==> config.mk <==
export PLATFORM = sky130hd
export DESIGN_NAME = cam_frame_packer
export DESIGN_NICKNAME = d
export VERILOG_FILES = /design/src/rtl/cfp_pkg.sv /design/src/rtl/cfp_packer.sv /design/src/rtl/cfp_word_fifo.sv /design/src/rtl/cfp_bus_sender.sv /design/src/rtl/cam_frame_packer.sv
export SDC_FILE = /design/constraint.sdc
export NUM_CORES = 2
export LEC_CHECK = 0
export ABC_AREA = 0
export CORE_MARGIN = 3
export CORE_UTILIZATION = 40
export DETAILED_ROUTE_END_ITERATION = 8
export GPL_ROUTABILITY_DRIVEN = 0
export SYNTH_ARGS = -nofsm -noshare
export SYNTH_HDL_FRONTEND = slang
export SYNTH_SLANG_ARGS = --single-unit
==> constraint.sdc <==
create_clock -name clk -period 13.1 [get_ports clk]
set_clock_uncertainty 0.2 [all_clocks]
set_input_delay 1.965 -clock clk [delete_from_list [all_inputs] [get_ports clk]]
set_output_delay 1.965 -clock clk [all_outputs]
set_load 0.05 [all_outputs]
==> src/rtl/cfp_pkg.sv <==
`timescale 1ns/1ps
package cfp_pkg;
    localparam int BUS_W     = 32;
    localparam int PIX_W     = 16;
    localparam int ALIGN_PIX = 8;
    localparam int ALIGN_W   = $clog2(ALIGN_PIX);
    localparam logic [BUS_W-1:0] LINE_MARK = 32'hEEEE_EEEE;

    typedef enum logic [1:0] {
        ENT_WORD = 2'd0,
        ENT_SOF  = 2'd1,
        ENT_EOF  = 2'd2
    } ent_kind_e;

    typedef struct packed {
        ent_kind_e         kind;
        logic              sol;
        logic [BUS_W-1:0]  data;
    } ent_t;

    typedef enum logic [1:0] {
        TX_IDLE = 2'd0,
        TX_HDR  = 2'd1,
        TX_RUN  = 2'd2
    } tx_state_e;

    function automatic logic [BUS_W-1:0] place_pixel(
        input logic [BUS_W-1:0] acc,
        input logic [PIX_W-1:0] pix,
        input logic             wide,
        input logic [1:0]       slot);
        logic [BUS_W-1:0] r;
        r = acc;
        if (wide) r[16*int'(slot[0]) +: 16] = pix;
        else      r[8*int'(slot) +: 8]      = pix[7:0];
        return r;
    endfunction
endpackage

==> src/rtl/cfp_packer.sv <==
`timescale 1ns/1ps
module cfp_packer
    import cfp_pkg::*;
(
    input  logic             clk,
    input  logic             rst,
    input  logic             cam_fv,
    input  logic             cam_lv,
    input  logic [PIX_W-1:0] cam_pix,
    input  logic             wide,
    input  logic [PIX_W-1:0] fill,
    output logic             push,
    output ent_t             push_ent
);
    logic               fv_q, lv_q, first_q, eof_pend;
    logic [1:0]         slot;
    logic [ALIGN_W-1:0] px_mod, pad_cnt;
    logic [BUS_W-1:0]   acc, acc_n;
    logic               line_on, fv_rise, fv_fall, lv_rise, lv_fall;
    logic               pad_on, pix_vld, last_slot, word_done, eof_go;
    logic [PIX_W-1:0]   pix_val;

    always_comb begin
        line_on   = cam_fv & cam_lv;
        fv_rise   = cam_fv & ~fv_q;
        fv_fall   = ~cam_fv & fv_q;
        lv_rise   = line_on & ~lv_q;
        lv_fall   = lv_q & ~line_on;
        pad_on    = (pad_cnt != '0);
        pix_vld   = line_on | pad_on;
        pix_val   = line_on ? cam_pix : fill;
        last_slot = wide ? (slot[0] == 1'b1) : (slot == 2'd3);
        word_done = pix_vld & last_slot;
        acc_n     = place_pixel(acc, pix_val, wide, slot);
        eof_go    = eof_pend & ~pad_on & ~lv_fall & ~word_done & ~line_on;
    end

    always_comb begin
        push          = 1'b0;
        push_ent.kind = ENT_WORD;
        push_ent.sol  = first_q;
        push_ent.data = acc_n;
        if (word_done) begin
            push = 1'b1;
        end else if (fv_rise) begin
            push          = 1'b1;
            push_ent.kind = ENT_SOF;
        end else if (eof_go) begin
            push          = 1'b1;
            push_ent.kind = ENT_EOF;
        end
    end

    always_ff @(posedge clk) begin
        if (rst) begin
            fv_q     <= 1'b0;
            lv_q     <= 1'b0;
            first_q  <= 1'b0;
            eof_pend <= 1'b0;
            slot     <= '0;
            px_mod   <= '0;
            pad_cnt  <= '0;
            acc      <= '0;
        end else begin
            fv_q <= cam_fv;
            lv_q <= line_on;
            if (fv_rise) begin
                slot     <= '0;
                px_mod   <= '0;
                pad_cnt  <= '0;
                eof_pend <= 1'b0;
            end else begin
                if (fv_fall)
                    eof_pend <= 1'b1;
                else if (eof_go)
                    eof_pend <= 1'b0;
                if (pix_vld) begin
                    acc    <= word_done ? '0 : acc_n;
                    slot   <= last_slot ? 2'd0 : slot + 2'd1;
                    px_mod <= px_mod + 1'b1;
                end
                if (lv_fall)
                    pad_cnt <= '0 - px_mod;
                else if (pad_on)
                    pad_cnt <= pad_cnt - 1'b1;
            end
            if (lv_rise)
                first_q <= 1'b1;
            else if (word_done)
                first_q <= 1'b0;
        end
    end
endmodule

==> src/rtl/cfp_word_fifo.sv <==
`timescale 1ns/1ps
module cfp_word_fifo
    import cfp_pkg::*;
#(
    parameter int DEPTH = 64
) (
    input  logic clk,
    input  logic rst,
    input  logic push,
    input  ent_t wr_ent,
    input  logic pop,
    output ent_t head,
    output logic empty,
    output logic full
);
    localparam int AW = $clog2(DEPTH);

    ent_t          mem [DEPTH];
    logic [AW-1:0] wp, rp;
    logic [AW:0]   cnt;
    logic          do_push, do_pop;

    always_comb begin
        empty   = (cnt == '0);
        full    = (cnt == (AW+1)'(DEPTH));
        do_push = push & ~full;
        do_pop  = pop & ~empty;
        head    = mem[rp];
    end

    always_ff @(posedge clk) begin
        if (do_push) mem[wp] <= wr_ent;
    end

    always_ff @(posedge clk) begin
        if (rst) begin
            wp  <= '0;
            rp  <= '0;
            cnt <= '0;
        end else begin
            if (do_push) wp <= wp + 1'b1;
            if (do_pop)  rp <= rp + 1'b1;
            case ({do_push, do_pop})
                2'b10:   cnt <= cnt + 1'b1;
                2'b01:   cnt <= cnt - 1'b1;
                default: cnt <= cnt;
            endcase
        end
    end
endmodule

==> src/rtl/cfp_bus_sender.sv <==
`timescale 1ns/1ps
module cfp_bus_sender
    import cfp_pkg::*;
#(
    parameter int NUM_HDR = 8,
    parameter int WCNT_W  = 21
) (
    input  logic                     clk,
    input  logic                     rst,
    input  logic                     stall,
    input  logic                     test,
    input  logic [NUM_HDR*BUS_W-1:0] hdr_in,
    input  ent_t                     head,
    input  logic                     empty,
    output logic                     pop,
    output logic [BUS_W-1:0]         bus_data,
    output logic                     bus_lv,
    output logic                     bus_fv
);
    localparam int IW = (NUM_HDR > 1) ? $clog2(NUM_HDR) : 1;

    tx_state_e                      state;
    logic [NUM_HDR-1:0][BUS_W-1:0]  hdr_q;
    logic [IW-1:0]                  idx;
    logic [WCNT_W-1:0]              wcnt;

    always_comb begin
        case (state)
            TX_IDLE: pop = ~empty;
            TX_RUN:  pop = ~empty & ((head.kind != ENT_WORD) | ~stall);
            default: pop = 1'b0;
        endcase
    end

    always_ff @(posedge clk) begin
        if (rst) begin
            state    <= TX_IDLE;
            hdr_q    <= '0;
            idx      <= '0;
            wcnt     <= '0;
            bus_data <= '0;
            bus_lv   <= 1'b0;
            bus_fv   <= 1'b0;
        end else begin
            bus_lv <= 1'b0;
            case (state)
                TX_IDLE: begin
                    if (!empty && head.kind == ENT_SOF) begin
                        hdr_q <= hdr_in;
                        idx   <= '0;
                        wcnt  <= '0;
                        state <= TX_HDR;
                    end
                end
                TX_HDR: begin
                    if (!stall) begin
                        bus_data <= hdr_q[idx];
                        bus_lv   <= 1'b1;
                        bus_fv   <= 1'b1;
                        wcnt     <= wcnt + 1'b1;
                        idx      <= idx + 1'b1;
                        if (idx == IW'(NUM_HDR-1)) state <= TX_RUN;
                    end
                end
                TX_RUN: begin
                    if (!empty) begin
                        case (head.kind)
                            ENT_WORD: begin
                                if (!stall) begin
                                    if (test)
                                        bus_data <= head.sol ? LINE_MARK : BUS_W'(wcnt);
                                    else
                                        bus_data <= head.data;
                                    bus_lv <= 1'b1;
                                    wcnt   <= wcnt + 1'b1;
                                end
                            end
                            ENT_EOF: begin
                                bus_fv <= 1'b0;
                                state  <= TX_IDLE;
                            end
                            default: begin
                                hdr_q <= hdr_in;
                                idx   <= '0;
                                wcnt  <= '0;
                                state <= TX_HDR;
                            end
                        endcase
                    end
                end
                default: state <= TX_IDLE;
            endcase
        end
    end
endmodule

==> src/rtl/cam_frame_packer.sv <==
`timescale 1ns/1ps
module cam_frame_packer
    import cfp_pkg::*;
#(
    parameter int NUM_HDR    = 8,
    parameter int FIFO_DEPTH = 64,
    parameter int MAX_WIDTH  = 1936,
    parameter int MAX_LINES  = 1096
) (
    input  logic                     clk,
    input  logic                     rst,
    input  logic                     cam_fv,
    input  logic                     cam_lv,
    input  logic [PIX_W-1:0]         cam_pix,
    input  logic                     cfg_wide,
    input  logic                     cfg_test,
    input  logic [PIX_W-1:0]         cfg_fill,
    input  logic [NUM_HDR*BUS_W-1:0] hdr_words,
    input  logic                     dma_flag_a,
    input  logic                     dma_flag_b,
    input  logic                     ovf_clr,
    output logic [BUS_W-1:0]         bus_data,
    output logic                     bus_fv,
    output logic                     bus_lv,
    output logic                     ovf_flag
);
    localparam int LINE_WORDS = (MAX_WIDTH + ALIGN_PIX - 1) / ALIGN_PIX * ALIGN_PIX * PIX_W / BUS_W;
    localparam int WCNT_W     = $clog2(NUM_HDR + MAX_LINES * LINE_WORDS + 1);

    logic pk_push, fifo_full, fifo_empty, tx_pop, stall;
    ent_t pk_ent, fifo_head;

    assign stall = dma_flag_a | dma_flag_b;

    cfp_packer packer_i (
        .clk      (clk),
        .rst      (rst),
        .cam_fv   (cam_fv),
        .cam_lv   (cam_lv),
        .cam_pix  (cam_pix),
        .wide     (cfg_wide),
        .fill     (cfg_fill),
        .push     (pk_push),
        .push_ent (pk_ent)
    );

    cfp_word_fifo #(.DEPTH(FIFO_DEPTH)) fifo_i (
        .clk    (clk),
        .rst    (rst),
        .push   (pk_push),
        .wr_ent (pk_ent),
        .pop    (tx_pop),
        .head   (fifo_head),
        .empty  (fifo_empty),
        .full   (fifo_full)
    );

    cfp_bus_sender #(.NUM_HDR(NUM_HDR), .WCNT_W(WCNT_W)) sender_i (
        .clk      (clk),
        .rst      (rst),
        .stall    (stall),
        .test     (cfg_test),
        .hdr_in   (hdr_words),
        .head     (fifo_head),
        .empty    (fifo_empty),
        .pop      (tx_pop),
        .bus_data (bus_data),
        .bus_lv   (bus_lv),
        .bus_fv   (bus_fv)
    );

    always_ff @(posedge clk) begin
        if (rst) ovf_flag <= 1'b0;
        else     ovf_flag <= (ovf_flag & ~ovf_clr) | (pk_push & fifo_full);
    end
endmodule

==> results by group <==
Outcome
  • Status: completed

Clock tree
  • Sinks on Clock Net: 2626
  • Postcts setup bufs: 0
  • TritonCTS Buffers: 282
  • Longest Clk Path Bufs: 4
  • Worst skew pair latency: 920 ps
  • H-tree level count: 5
  • Clock transition at path regs: 60 ps
  • CTS tree: yes
  • Root buf cell: clkbuf_16
  • Post-CTS Hold Buffers: 0
  • Post-CTS sizing: 0

Synthesis
  • Syn Area/Cell: 20.11 um^2
  • Cell area after synthesis: 103300 um^2
  • Share of the synthesized area in the top cell type: 0.6511
  • Fraction of registers with async set/reset: 0
  • Top_reg_cell synth: edfxtp_1
  • Synth Register Bits: 2626
  • Sequential area share after synthesis: 0.7259
  • Ys Warns: 0
  • Dominant cells by area after synthesis: edfxtp_1 (65%), mux4_2 (17%), dfxtp_1 (7.5%), mux2i_1 (3.4%), nor2_1 (1.5%)
  • Synth area leader: edfxtp_1
  • Cells after Synth: 5136
  • Post-synthesis cell type count: 69
  • Post-synth EDFFs: 2240
  • Syn nets: 5456

Placement
  • Port bufs: 331
  • HPWL after detailed placement: 174200 um
  • DP Area: 111400 um^2
  • Worst slack, placed: 5270 ps

Layout
  • Fin nets: 5916
  • Share of layout cells above drive strength 1: 0.2492
  • Commonest non-fill, non-tap cell in the layout: edfxtp_1
  • Area grow syn2layout: 16.31%
  • Final instance area: 120200 um^2
  • Most frequent cells in the layout: edfxtp_1 (2240), mux4_2 (771), dfxtp_1 (376)
  • Fin util: 0.4702

Worst setup path
  • Worst R2R Setup Slack: 5190 ps
  • Cell family with most CP delay: compound AO/OA/AOI/OAI gates
  • CP peak stage delay: 920 ps
  • Crit-path cells: buf_4 -> mux4_2 -> a22oi_1 -> nand3_1 -> a22oi_2 -> nand2_2 -> o41ai_2 -> inv_1 -> ha_1 -> xor2_1 -> ha_1 -> a21oi_1 -> and3b_1 -> a221oi_1 -> o21bai_1 -> a22o_1 -> a222oi_1 -> o21ai_0 -> a21oi_1
  • CP required: 13740 ps
  • Crit-path max FO: 45
  • WP data arrival: 8560 ps
  • WP buf/inv: 2
  • Slowest CP cell: o41ai_2
  • Critical path type: reg -> reg
  • Type of origin of the critical path: register
  • Crit. End Element: register

Power and ir drop
  • Sequential power share: 0.429
  • Switching Share: 0.2858
  • VDD IR-drop max: 0.1786 mV
  • Pwr Density: 191.1 nW/um^2
  • Comb pwr share: 0.238
  • Pint: 16.40 mW
  • Pleak: 36.61 nW
  • Clock group share of total power: 0.333
  • Switch Pwr: 6.561 mW

GRT
  • First-pass GRT wire length: 407700 um
  • GRT overflow: 0
  • Largest net degree at the start of global routing: 141
  • Initial antenna violation count: 34
  • Total track usage: 0.2166
  • Vias in the first global route: 52298

STA
  • Setup ws final: 5185 ps
  • Min Tclk post-route: 7915 ps
  • Final Hold Fails: 0
  • Tcrit/Tclk final: 0.6042
  • Maximum clock rate: 126.3 MHz
  • RSZ-0062 raised after global routing: no
  • TNS Setup: 0 ps
  • Setup Viol. Count Final: 0
  • Rel. slew slack: 0.09843
  • Final Max Tran Viols: 0
  • Worst Tran Pin Value: 1352 ps

Detailed routing
  • DR pass1 iterations: 5
  • Wire length per cell: 31.57 um
  • DR DRC count: 0
  • DRT iter0 DRCs: 5984
  • Drt total wl: 289500 um
  • Remaining antenna violation count: 0
  • Vias/cell: 5.749
  • Vias: 52718

Floorplanning
  • Die X: 514.2 um
  • Die area: 264400 um^2
  • Num ports: 332
  • Rows: 185
  • Die Height: 514.2 um
  • CORE AREA: 255500 um^2
  • Initial Util: 0.4043

Min path
  • Worst hold path type: reg -> reg

Job
  • Max cap viols: 0
## worst reg2reg max path, stage by stage (launching register included)
cell and delay, ps:
dfxtp_4 860, buf_4 900, mux4_2 620, a22oi_1 200
nand3_1 250, a22oi_2 560, nand2_2 230, o41ai_2 920
inv_1 400, ha_1 500, xor2_1 230, ha_1 210
a21oi_1 230, and3b_1 210, a221oi_1 430, o21bai_1 110
a22o_1 200, a222oi_1 300, o21ai_0 150, a21oi_1 140
## final cells by class
cell class	count	area (um^2)
flip-flops and latches	2626	75020
clock buffers	363	7624
well taps	3366	4212
inverters	44	165.2
fillers	21180	135400
diodes	9	22.52
multi-input cells	2152	27430
repair buffers	490	4594
clock inverters	120	1089
## synth_stat cells, types with 36 or more instances
master and count:
clkbuf_1 127, a21oi_1 95, mux4_2 771, nor2_1 416, dfxtp_1 386, a22oi_1 36, buf_2 100, o21ai_0 56
mux2i_1 351, nand2_1 78, edfxtp_1 2240, inv_1 40
## kinds of logic (layout without fill, tap and decap cells)
logic type               count (synthesis)  count (layout)  synth area share
buffers and inverters                  358            1017           0.01752
multiplexers                          1139            1139            0.2039
flip-flops                            2626            2626            0.7259
XOR/XNOR                                15              15          0.001272
adder cells (fa/ha/maj)                 23              23          0.002786
AO/OA/AOI/OAI                          340             340           0.02227
AND/OR/NAND/NOR                        635             635           0.02631
other                                    0               9                 0
## sequential cells by signal, indices dropped and copies added, names as in the netlist, 2 cells and up, named ones only
signal / flops
packer_i.slot: 2
packer_i.px_mod: 3
sender_i.bus_data: 32
fifo_i.mem: 2240
sender_i.state: 2
fifo_i.rp: 6
fifo_i.wp: 6
sender_i.hdr_q: 256
packer_i.pad_cnt: 3
packer_i.acc: 32
fifo_i.cnt: 7
sender_i.idx: 3
sender_i.wcnt: 21
## worst paths after layout
kind / start / endpoint / cells past startpoint
worst min-delay path: sender_i.bus_data[15] / sender_i.bus_data[15] / 2
worst min register to register: sender_i.bus_data[15] / sender_i.bus_data[15] / 2
worst max register to register: register / fifo_i.cnt[6] / 19
worst max-delay path: register / fifo_i.cnt[6] / 19
## through the flow
stage	std cells	hold WS (ps)	total power, mW
2_1_floorplan	5136	227.0	13.59
3_3_place_gp	8676	260.3	15.51
3_5_place_dp	8676	269.5	15.57
4_1_cts	9159	276.5	23.20
5_1_grt	9162	302.0	23.78
6_report	9170	275.4	22.96
## power by group through the flow
stage	logic, mW	clock network, mW	registers [mW]
floorplan	3.63	0	9.96
global placement	5.48	0	10.0
detailed placement	5.52	0	10.0
CTS	5.54	7.79	9.87
global route	5.77	8.12	9.89
finish	5.46	7.64	9.86
## per-layer routing
layer / share of wire / track usage
met3: 0.082 / 0.05175
met5: 0.00032 / 0
met4: 0.032 / 0.06518
met2: 0.48 / 0.3452
met1: 0.41 / 0.2966
Note: power is estimated with default switching activity, not from simulation.
